==> config.mk <==
export PLATFORM = sky130hd
export DESIGN_NAME = pt_walker
export DESIGN_NICKNAME = d
export VERILOG_FILES = /design/src/rtl/ptw_pkg.sv /design/src/rtl/ptw_req_addr.sv /design/src/rtl/ptw_entry_decode.sv /design/src/rtl/ptw_seq.sv /design/src/rtl/pt_walker.sv
export SDC_FILE = /design/constraint.sdc
export NUM_CORES = 1
export LEC_CHECK = 0
export BUFFER_PORTS_ARGS = -buffer_cell sky130_fd_sc_hd__buf_2
export CAP_MARGIN = 0
export CORE_MARGIN = 5
export CORE_UTILIZATION = 41
export CTS_CLUSTER_DIAMETER = 60
export DETAILED_ROUTE_END_ITERATION = 7
export PLACE_DENSITY = 0.72
export SYNTH_ARGS = -nofsm -noshare
export SYNTH_HDL_FRONTEND = slang
export SYNTH_HIERARCHICAL = 1
export SYNTH_SLANG_ARGS = --single-unit
==> constraint.sdc <==
create_clock -name clk -period 2.3 [get_ports clk]
set_input_delay 0.46 -clock clk [delete_from_list [all_inputs] [get_ports clk]]
set_output_delay 0.46 -clock clk [all_outputs]
set_load 0.005 [all_outputs]
==> src/rtl/ptw_pkg.sv <==
package ptw_pkg;
  localparam int ADDR_W    = 32;
  localparam int IDX_W     = 10;
  localparam int OFF_W     = 12;
  localparam int ENT_LG    = 2;
  localparam int BIG_OFF_W = OFF_W + IDX_W;
  localparam int PFN_W     = ADDR_W - OFF_W;
  localparam int BFN_W     = ADDR_W - BIG_OFF_W;

  typedef logic [ADDR_W-1:0] addr_t;
  typedef logic [PFN_W-1:0]  pfn_t;
  typedef logic [IDX_W-1:0]  idx_t;

  typedef enum logic [2:0] {
    S_IDLE, S_DIR_REQ, S_DIR_WAIT, S_TBL_REQ, S_TBL_WAIT, S_DONE, S_FAULT
  } walk_state_e;

  typedef enum logic [1:0] {
    FLT_NONE   = 2'b00,
    FLT_ABSENT = 2'b01,
    FLT_WPROT  = 2'b10
  } fault_e;

  typedef enum logic [1:0] {
    ACT_DESCEND = 2'd0,
    ACT_LEAF    = 2'd1,
    ACT_FAULT   = 2'd2
  } action_e;

  typedef struct packed {
    action_e act;
    fault_e  code;
    logic    writable;
    logic    big;
    pfn_t    frame;
  } verdict_t;

  function automatic idx_t outer_index(input addr_t va);
    return va[ADDR_W-1 -: IDX_W];
  endfunction

  function automatic idx_t inner_index(input addr_t va);
    return va[BIG_OFF_W-1 -: IDX_W];
  endfunction

  function automatic addr_t slot_addr(input pfn_t base, input idx_t idx);
    addr_t a;
    a = {base, {OFF_W{1'b0}}};
    a = a + ({{(ADDR_W-IDX_W){1'b0}}, idx} << ENT_LG);
    return a;
  endfunction

  function automatic addr_t join_small(input pfn_t pfn, input addr_t va);
    return {pfn, va[OFF_W-1:0]};
  endfunction

  function automatic addr_t join_big(input pfn_t pfn, input addr_t va);
    return {pfn[PFN_W-1 -: BFN_W], va[BIG_OFF_W-1:0]};
  endfunction
endpackage

==> src/rtl/ptw_req_addr.sv <==
module ptw_req_addr
  import ptw_pkg::*;
(
  input  addr_t dir_base,
  input  addr_t va,
  input  pfn_t  tbl_base,
  input  logic  use_tbl,
  output addr_t req_addr
);
  pfn_t  dir_pfn;
  addr_t dir_slot;
  addr_t tbl_slot;

  assign dir_pfn  = dir_base[ADDR_W-1:OFF_W];
  assign dir_slot = slot_addr(dir_pfn, outer_index(va));
  assign tbl_slot = slot_addr(tbl_base, inner_index(va));
  assign req_addr = use_tbl ? tbl_slot : dir_slot;
endmodule

==> src/rtl/ptw_entry_decode.sv <==
module ptw_entry_decode
  import ptw_pkg::*;
#(
  parameter int VALID_BIT = 0,
  parameter int WRITE_BIT = 1,
  parameter int SIZE_BIT  = 7
) (
  input  addr_t    entry,
  input  logic     is_dir,
  input  logic     is_write,
  input  logic     upper_writable,
  output verdict_t verdict
);
  logic present;
  logic maps_big;
  logic w_eff;

  assign present  = entry[VALID_BIT];
  assign maps_big = is_dir & entry[SIZE_BIT];
  assign w_eff    = entry[WRITE_BIT] & (is_dir | upper_writable);

  always_comb begin
    verdict          = '0;
    verdict.frame    = entry[ADDR_W-1:OFF_W];
    verdict.big      = maps_big;
    verdict.writable = w_eff;
    if (!present) begin
      verdict.act  = ACT_FAULT;
      verdict.code = FLT_ABSENT;
    end else if (is_dir && !maps_big) begin
      verdict.act  = ACT_DESCEND;
      verdict.code = FLT_NONE;
    end else if (is_write && !w_eff) begin
      verdict.act  = ACT_FAULT;
      verdict.code = FLT_WPROT;
    end else begin
      verdict.act  = ACT_LEAF;
      verdict.code = FLT_NONE;
    end
  end
endmodule

==> src/rtl/ptw_seq.sv <==
module ptw_seq
  import ptw_pkg::*;
(
  input  logic        clk,
  input  logic        rst_n,
  input  logic        miss_valid,
  input  logic        req_ready,
  input  logic        rsp_valid,
  input  action_e     act,
  output walk_state_e state,
  output logic        walk_accept,
  output logic        rsp_take
);
  walk_state_e nxt;

  assign walk_accept = (state == S_IDLE) & miss_valid;
  assign rsp_take    = ((state == S_DIR_WAIT) | (state == S_TBL_WAIT)) & rsp_valid;

  always_comb begin
    nxt = state;
    case (state)
      S_IDLE:     if (miss_valid) nxt = S_DIR_REQ;
      S_DIR_REQ:  if (req_ready) nxt = S_DIR_WAIT;
      S_DIR_WAIT: if (rsp_valid) begin
                    case (act)
                      ACT_DESCEND: nxt = S_TBL_REQ;
                      ACT_LEAF:    nxt = S_DONE;
                      default:     nxt = S_FAULT;
                    endcase
                  end
      S_TBL_REQ:  if (req_ready) nxt = S_TBL_WAIT;
      S_TBL_WAIT: if (rsp_valid) nxt = (act == ACT_LEAF) ? S_DONE : S_FAULT;
      S_DONE:     nxt = S_IDLE;
      S_FAULT:    nxt = S_IDLE;
      default:    nxt = S_IDLE;
    endcase
  end

  always_ff @(posedge clk) begin
    if (!rst_n) state <= S_IDLE;
    else        state <= nxt;
  end
endmodule

==> src/rtl/pt_walker.sv <==
module pt_walker
  import ptw_pkg::*;
#(
  parameter int VALID_BIT = 0,
  parameter int WRITE_BIT = 1,
  parameter int SIZE_BIT  = 7
) (
  input  logic        clk,
  input  logic        rst_n,
  input  logic [31:0] dir_base,
  input  logic        miss_valid,
  input  logic [31:0] miss_vaddr,
  input  logic        miss_is_write,
  output logic        busy,
  output logic        mem_req_valid,
  input  logic        mem_req_ready,
  output logic [31:0] mem_req_addr,
  input  logic        mem_rsp_valid,
  input  logic [31:0] mem_rsp_data,
  output logic        done,
  output logic [31:0] done_paddr,
  output logic        done_large,
  output logic        done_writable,
  output logic        fault,
  output logic [1:0]  fault_code
);
  walk_state_e state;
  logic        walk_accept;
  logic        rsp_take;
  verdict_t    verdict;

  addr_t  va_q;
  logic   wr_q;
  pfn_t   tbl_base_q;
  logic   dir_w_q;
  addr_t  paddr_q;
  logic   big_q;
  logic   w_q;
  fault_e code_q;

  logic at_dir;
  assign at_dir = (state == S_DIR_WAIT);

  ptw_seq u_seq (
    .clk         (clk),
    .rst_n       (rst_n),
    .miss_valid  (miss_valid),
    .req_ready   (mem_req_ready),
    .rsp_valid   (mem_rsp_valid),
    .act         (verdict.act),
    .state       (state),
    .walk_accept (walk_accept),
    .rsp_take    (rsp_take)
  );

  ptw_req_addr u_addr (
    .dir_base (dir_base),
    .va       (va_q),
    .tbl_base (tbl_base_q),
    .use_tbl  (state == S_TBL_REQ),
    .req_addr (mem_req_addr)
  );

  ptw_entry_decode #(
    .VALID_BIT (VALID_BIT),
    .WRITE_BIT (WRITE_BIT),
    .SIZE_BIT  (SIZE_BIT)
  ) u_dec (
    .entry          (mem_rsp_data),
    .is_dir         (at_dir),
    .is_write       (wr_q),
    .upper_writable (dir_w_q),
    .verdict        (verdict)
  );

  always_ff @(posedge clk) begin
    if (!rst_n) begin
      va_q       <= '0;
      wr_q       <= 1'b0;
      tbl_base_q <= '0;
      dir_w_q    <= 1'b0;
      paddr_q    <= '0;
      big_q      <= 1'b0;
      w_q        <= 1'b0;
      code_q     <= FLT_NONE;
    end else begin
      if (walk_accept) begin
        va_q <= miss_vaddr;
        wr_q <= miss_is_write;
      end
      if (rsp_take) begin
        case (verdict.act)
          ACT_DESCEND: begin
            tbl_base_q <= verdict.frame;
            dir_w_q    <= verdict.writable;
          end
          ACT_LEAF: begin
            paddr_q <= verdict.big ? join_big(verdict.frame, va_q)
                                   : join_small(verdict.frame, va_q);
            big_q   <= verdict.big;
            w_q     <= verdict.writable;
            code_q  <= FLT_NONE;
          end
          default: code_q <= verdict.code;
        endcase
      end
    end
  end

  assign busy          = (state != S_IDLE);
  assign mem_req_valid = (state == S_DIR_REQ) | (state == S_TBL_REQ);
  assign done          = (state == S_DONE);
  assign fault         = (state == S_FAULT);
  assign done_paddr    = paddr_q;
  assign done_large    = big_q;
  assign done_writable = w_q;
  assign fault_code    = code_q;
endmodule

# After elaboration in Yosys (flattened, before gate mapping)

Cells that the tools add are included.

Register bits after elaboration: 93
Output and inout bits: 72

Add/sub/neg operators: 2
Eq/ne operators: 12
Muxes and demuxes: 14
Bitwise operators: 8
Reduce and logical (&&, ||, !) cells: 11

Operator list:

| kind                                                                   | count |
|---|---|
| 32-bit by 12-bit adder with 32-bit output                              | 2 |
| 32-bit 2-to-1 mux                                                      | 1 |
| 22-bit 2-to-1 mux                                                      | 1 |
| 3-bit 2-to-1 mux                                                       | 5 |
| 3-bit one-hot mux with 5 select lines                                  | 1 |
| 4-bit 2-to-1 mux                                                       | 3 |
| 2-bit != test (second input constant)                                  | 5 |
| 3-bit equality test (second input constant)                            | 3 |
| 3-bit by 2-bit equality test with 1-bit output (second input constant) | 2 |
| 3-bit one-hot mux with 2 select lines                                  | 1 |
| 2-bit AND reduction                                                    | 3 |
| 5-bit AND reduction                                                    | 1 |
| 1-bit bitwise AND                                                      | 4 |
| 2-bit one-hot mux with 2 select lines                                  | 1 |
| 3-bit by 1-bit equality test with 1-bit output (second input constant) | 1 |
| 3-bit logical NOT                                                      | 1 |
| 1-bit bitwise OR                                                       | 3 |
| 3-bit nonzero test                                                     | 1 |
| 2-bit by 1-bit equality test with 1-bit output (second input constant) | 1 |
| 1-bit logical AND                                                      | 2 |
| 1-bit logical NOT                                                      | 2 |
| 2-bit logical NOT                                                      | 1 |
| 2-bit 2-to-1 mux                                                       | 1 |
| 1-bit NOT                                                              | 1 |

# Logic depth before layout (Yosys ltp)

Word-level depth: 12
Gate-level depth with buffers: 9
Depth with buffers taken out: 7

# Modules after synthesis

The synthesis kept the hierarchy.

By module, submodules not included:

| module           | times used | cells an instance | area an instance (µm²) | sequential area each (µm²) |
|---|---|---|---|---|
| pt_walker        | 1          | 369               | 3453.3                 | 1801.7 |
| ptw_req_addr     | 1          | 36                | 503.0                  | 0.0 |
| ptw_seq          | 1          | 32                | 292.8                  | 60.1 |
| ptw_entry_decode | 1          | 35                | 254.0                  | 0.0 |

# Worst setup path after synthesis

Ideal clock, no wire load.

Kind: register -> register
From: reg u_seq.state[1]
To: reg paddr_q[11] (netlist: done_paddr[11])
Library setup time: 0.128 ns
Arrival time: 2.021 ns
Data required time: 2.172 ns
Slack: 0.151 ns
Cell stages (with the launch flop): 8
Buffers on the path: 2
Period minus slack after synthesis: 2.149 ns
Path through: dfxtp_1 > nor3b_1 > nand2b_1 > o221ai_1 > and3b_1 > buf_2 > clkbuf_1 > o21ai_1

RTL lines:

| element                  | line            | source |
|---|---|---|
| start: declaration       | ptw_seq.sv:10   | `output walk_state_e state,` |
| start signal: assignment | ptw_seq.sv:41   | `else state <= nxt;` |
| end signal: assignment   | pt_walker.sv:98 | `paddr_q <= verdict.big ? join_big(verdict.frame, va_q)` |
| end: declaration         | pt_walker.sv:36 | `addr_t paddr_q;` |

# Final worst setup path

From: reg u_seq.state[0]
To: out mem_req_addr[3]

Longest elaborated chain between the ends: 2

RTL lines:

| element                                        | line               | source |
|---|---|---|
| 3-bit by 2-bit equality test with 1-bit output | pt_walker.sv:60    | `.use_tbl (state == S_TBL_REQ),` |
| 32-bit 2-to-1 mux                              | ptw_req_addr.sv:17 | `assign req_addr = use_tbl ? tbl_slot : dir_slot;` |
| end: declaration                               | pt_walker.sv:17    | `output logic [31:0] mem_req_addr,` |

Every way passes these cells.

==> flow_metrics.env <==
export IMPL_status="finished clean"
export IMPL_hpwl_mm=8.14
export IMPL_cts_buffers_inserted=9
export IMPL_grt_antenna_before_repair=1
export IMPL_r2r_end="u_seq/state[0]$_SDFFE_PN0P_"
export IMPL_die_w_um=115
export IMPL_clk_path_buf_depth=2
export IMPL_worst_skew_pair_late_latency_ps=350
export IMPL_skew_ps=11.3
export IMPL_synthAdderAreaFrac=0
export IMPL_clock_power_share=0.275
export IMPL_cts_clk_slew_worst_paths_ps=90
export IMPL_place_congestion=0.822
export IMPL_min_period_ps=2160
export IMPL_finalHoldViolations=0
export IMPL_initial_core_util=0.417
export IMPL_combPwrFrac=0.265
export IMPL_htree_levels=3
export IMPL_timing_final_crit_share=0.940
export IMPL_cpLargestDelayFamily="simple AND/OR/NAND/NOR gates"
export IMPL_grt_pass1_vias=3618
export IMPL_die_h_um=115
export IMPL_synthToLayoutAreaGrowth_pct=23.8
export IMPL_postRouteAntennaNets=0
export IMPL_vias=3698
export IMPL_max_freq_mhz=462
export IMPL_reg2reg_from="u_seq/state[0]$_SDFFE_PN0P_"
export IMPL_setup_viol_count_final=0
export IMPL_worstPathMaxFanout=8
export IMPL_tns_ps=0
export IMPL_min_path_cells=3
export IMPL_synthFlopType="dfxtp_1"
export IMPL_routed_via_density=5.01
export IMPL_ios=174
export IMPL_synth_xor_area_frac=0.00194
export IMPL_synth_compound_area_share=0.0978
export IMPL_powerDensity_nw_per_um2=710
export IMPL_cts_tree="yes"
export IMPL_grt_total_usage=0.170
export IMPL_holdCritPathClass="input pin to register"
export IMPL_num_nets_final=696
export IMPL_ctsHoldBuffers=0
export IMPL_slew_violations=0
export IMPL_synthCells=472
export IMPL_layout_setup_ws_ps=137
export IMPL_drive_gt1_frac=0.385
export IMPL_core_um2=10800
export IMPL_start_kind="register"
export IMPL_power_switching_mw=1.13
export IMPL_hold_start="mem_rsp_data[14]"
export IMPL_num_rows=38
export IMPL_timing_hold_ws_ps=356
export IMPL_dr_pass1_iters=4
export IMPL_cp_arrival_ps=1700
export IMPL_avgRoutedWirePerCell_um=15.9
export IMPL_synth_distinct_cells=42
export IMPL_syn_avg_cell_area_um2=9.54
export IMPL_cpMaxStageDelayCell="dfxtp_4"
export IMPL_path_buf_inv=2
export IMPL_cts_root_buf="clkbuf_8"
export IMPL_max_cap_violations=0
export IMPL_syn_cell_area_um2=4500
export IMPL_drt_iter0_markers=244
export IMPL_synth_seq_cells=93
export IMPL_synth_edf_count=0
export IMPL_p_int_mw=2.83
export IMPL_grt_pass1_wl_mm=17.9
export IMPL_vdd_drop_max_mv=0.340
export IMPL_dp_slack_ps=223
export IMPL_required_ps=1840
export IMPL_grt_overflow_total=0
export IMPL_slowest_delay_ps=360
export IMPL_cp_cell_sequence="nor2b_4, and2_4, buf_12, mux2_4, buf_2"
export IMPL_wl_mm=11.8
export IMPL_synthMuxAreaShare=0.198
export IMPL_grt_max_degree=69
export IMPL_swShare=0.285
export IMPL_synth_async_sr_flop_share=0
export IMPL_sequentialPowerShare=0.460
export IMPL_synthSimpleGateAreaFrac=0.196
export IMPL_synth_warnings=6
export IMPL_reg2reg_depth=9
export IMPL_rsz0062_at_grt="false"
export IMPL_seq_area_frac_synth=0.413
export IMPL_clock_sinks=93
export IMPL_crit_type="register to output port"
export IMPL_crit_path_end_kind="output port"
export IMPL_port_buffers=150
export IMPL_diodes=0
export IMPL_drc=0
export IMPL_synth_top_family_by_area="multiplexers"
export IMPL_rrSetupSlack_ps=150
export IMPL_min_to="tbl_base_q[2]$_SDFFE_PN0P_"
export IMPL_p_leak_nw=2.57
export IMPL_dieArea_um2=13200
==> layout make-up <==
class,instances,area (um^2)
inverters,3,11.3
clock inverters,5,60.1
multi-input cells,315,2270
flip-flops and latches,93,1870
fillers,1000,5220
repair buffers,172,1050
well taps,140,175
clock buffers,10,138
==> worst reg2reg max path: cells and delay by family (launching register included) <==
family	cells	cell delay [ps]
simple gates	2	600
flops	1	360
compound gates	5	800
buf+inv	2	350
==> logic make-up (layout without fill, tap and decap cells) <==
group,after synthesis,after routing
simple gates,169,169
xor+xnor,1,1
compound gates,69,69
other cells,1,2
flops,93,93
mux,74,74
buf+inv,65,190
==> Yosys cell counts (2+ instances only) <==
cell      instances  area [um^2]
inv_1             3         11.3
o21a_1            2         15.0
dfxtp_1          93         1860
nor2b_1          36          225
mux2i_1          44          440
o211a_1          11          110
nand3_1          47          235
and2_1            2         12.5
nor4b_1           2         17.5
nand2_1          60          225
and3b_1           3         26.3
o21ai_1          23          115
buf_6             8         90.1
buf_1             2         7.51
o21ai_0          23          115
nor3b_1           5         37.5
buf_2            12         60.1
nor2_1            2         7.51
clkbuf_1         14         52.6
nand4_1           2         12.5
a21oi_1           2         10.0
nor3_1            3         15.0
mux2_4           30          450
buf_4            25          188
==> worst max path at each step <==
stage	startpoint	endpoint	slack, ps	cells past startpoint
floorplan	u_seq/state[1]$_SDFFE_PN0P_	done_paddr[11]$_SDFFE_PN0P_	150	7
CTS	u_seq/state[2]$_SDFFE_PN0P_	mem_req_addr[13]	30	6
global route	u_seq/state[0]$_SDFFE_PN0P_	done_paddr[21]$_SDFFE_PN0P_	4	9
detailed placement	u_seq/state[0]$_SDFFE_PN0P_	done_paddr[21]$_SDFFE_PN0P_	220	7
finish	u_seq/state[0]$_SDFFE_PN0P_	mem_req_addr[3]	140	5
global placement	u_seq/state[0]$_SDFFE_PN0P_	done_paddr[12]$_SDFFE_PN0P_	250	8
==> sequential cells by signal (all words and copies together) (netlist names) <==
| signal | count |
|---|---|
| wr_q | 1 |
| done_writable | 1 |
| tbl_base_q | 20 |
| dir_w_q | 1 |
| done_large | 1 |
| fault_code | 2 |
| done_paddr | 32 |
| u_seq/state | 3 |
| va_q | 32 |
==> per-layer routing <==
metal,routed length (um),GRT usage
met5,13,0
met4,213,0.0681
met3,875,0.0384
met2,5600,0.281
met1,5060,0.214
==> placed cells by master (no fill, tap or decap), drive strengths merged, types with 4 or more instances in the layout <==
cell type,count
dfxtp,93
clkbuf,11
nor2b,36
nand2,60
o211a,11
nor3b,6
o21ai,47
nand3,47
mux2i,44
inv,4
mux2,30
buf,171
==> power by group through the flow <==
stage,combinational [mW],sequential (mW),clock [mW]
after floorplan,0.718,1.83,0
after global placement,0.949,1.85,0
after detailed placement,0.973,1.86,0
after CTS,1.05,1.82,1.13
after global routing,1.14,1.84,1.20
final,1.05,1.82,1.09
==> per-stage QoR <==
stage	util	power, mW	cells	cell area [um^2]
6_report	0.516	3.96	738	5570
5_1_grt	0.516	4.18	738	5570
4_1_cts	0.516	3.99	738	5570
3_5_place_dp	0.484	2.83	716	5220
3_3_place_gp	0.484	2.80	716	5220
2_1_floorplan	-	2.55	473	4510
==> repair_timing <==
| action | CTS | global route |
|---|---|---|
| resized for setup | 9 | 3 |
| buffers inserted | 5 | 1 |
| pin swaps | 1 | 1 |
| setup endpoints to repair | 30 | 50 |
| gates cloned | 3 | 1 |
Note: power is estimated with default switching activity, not from simulation.
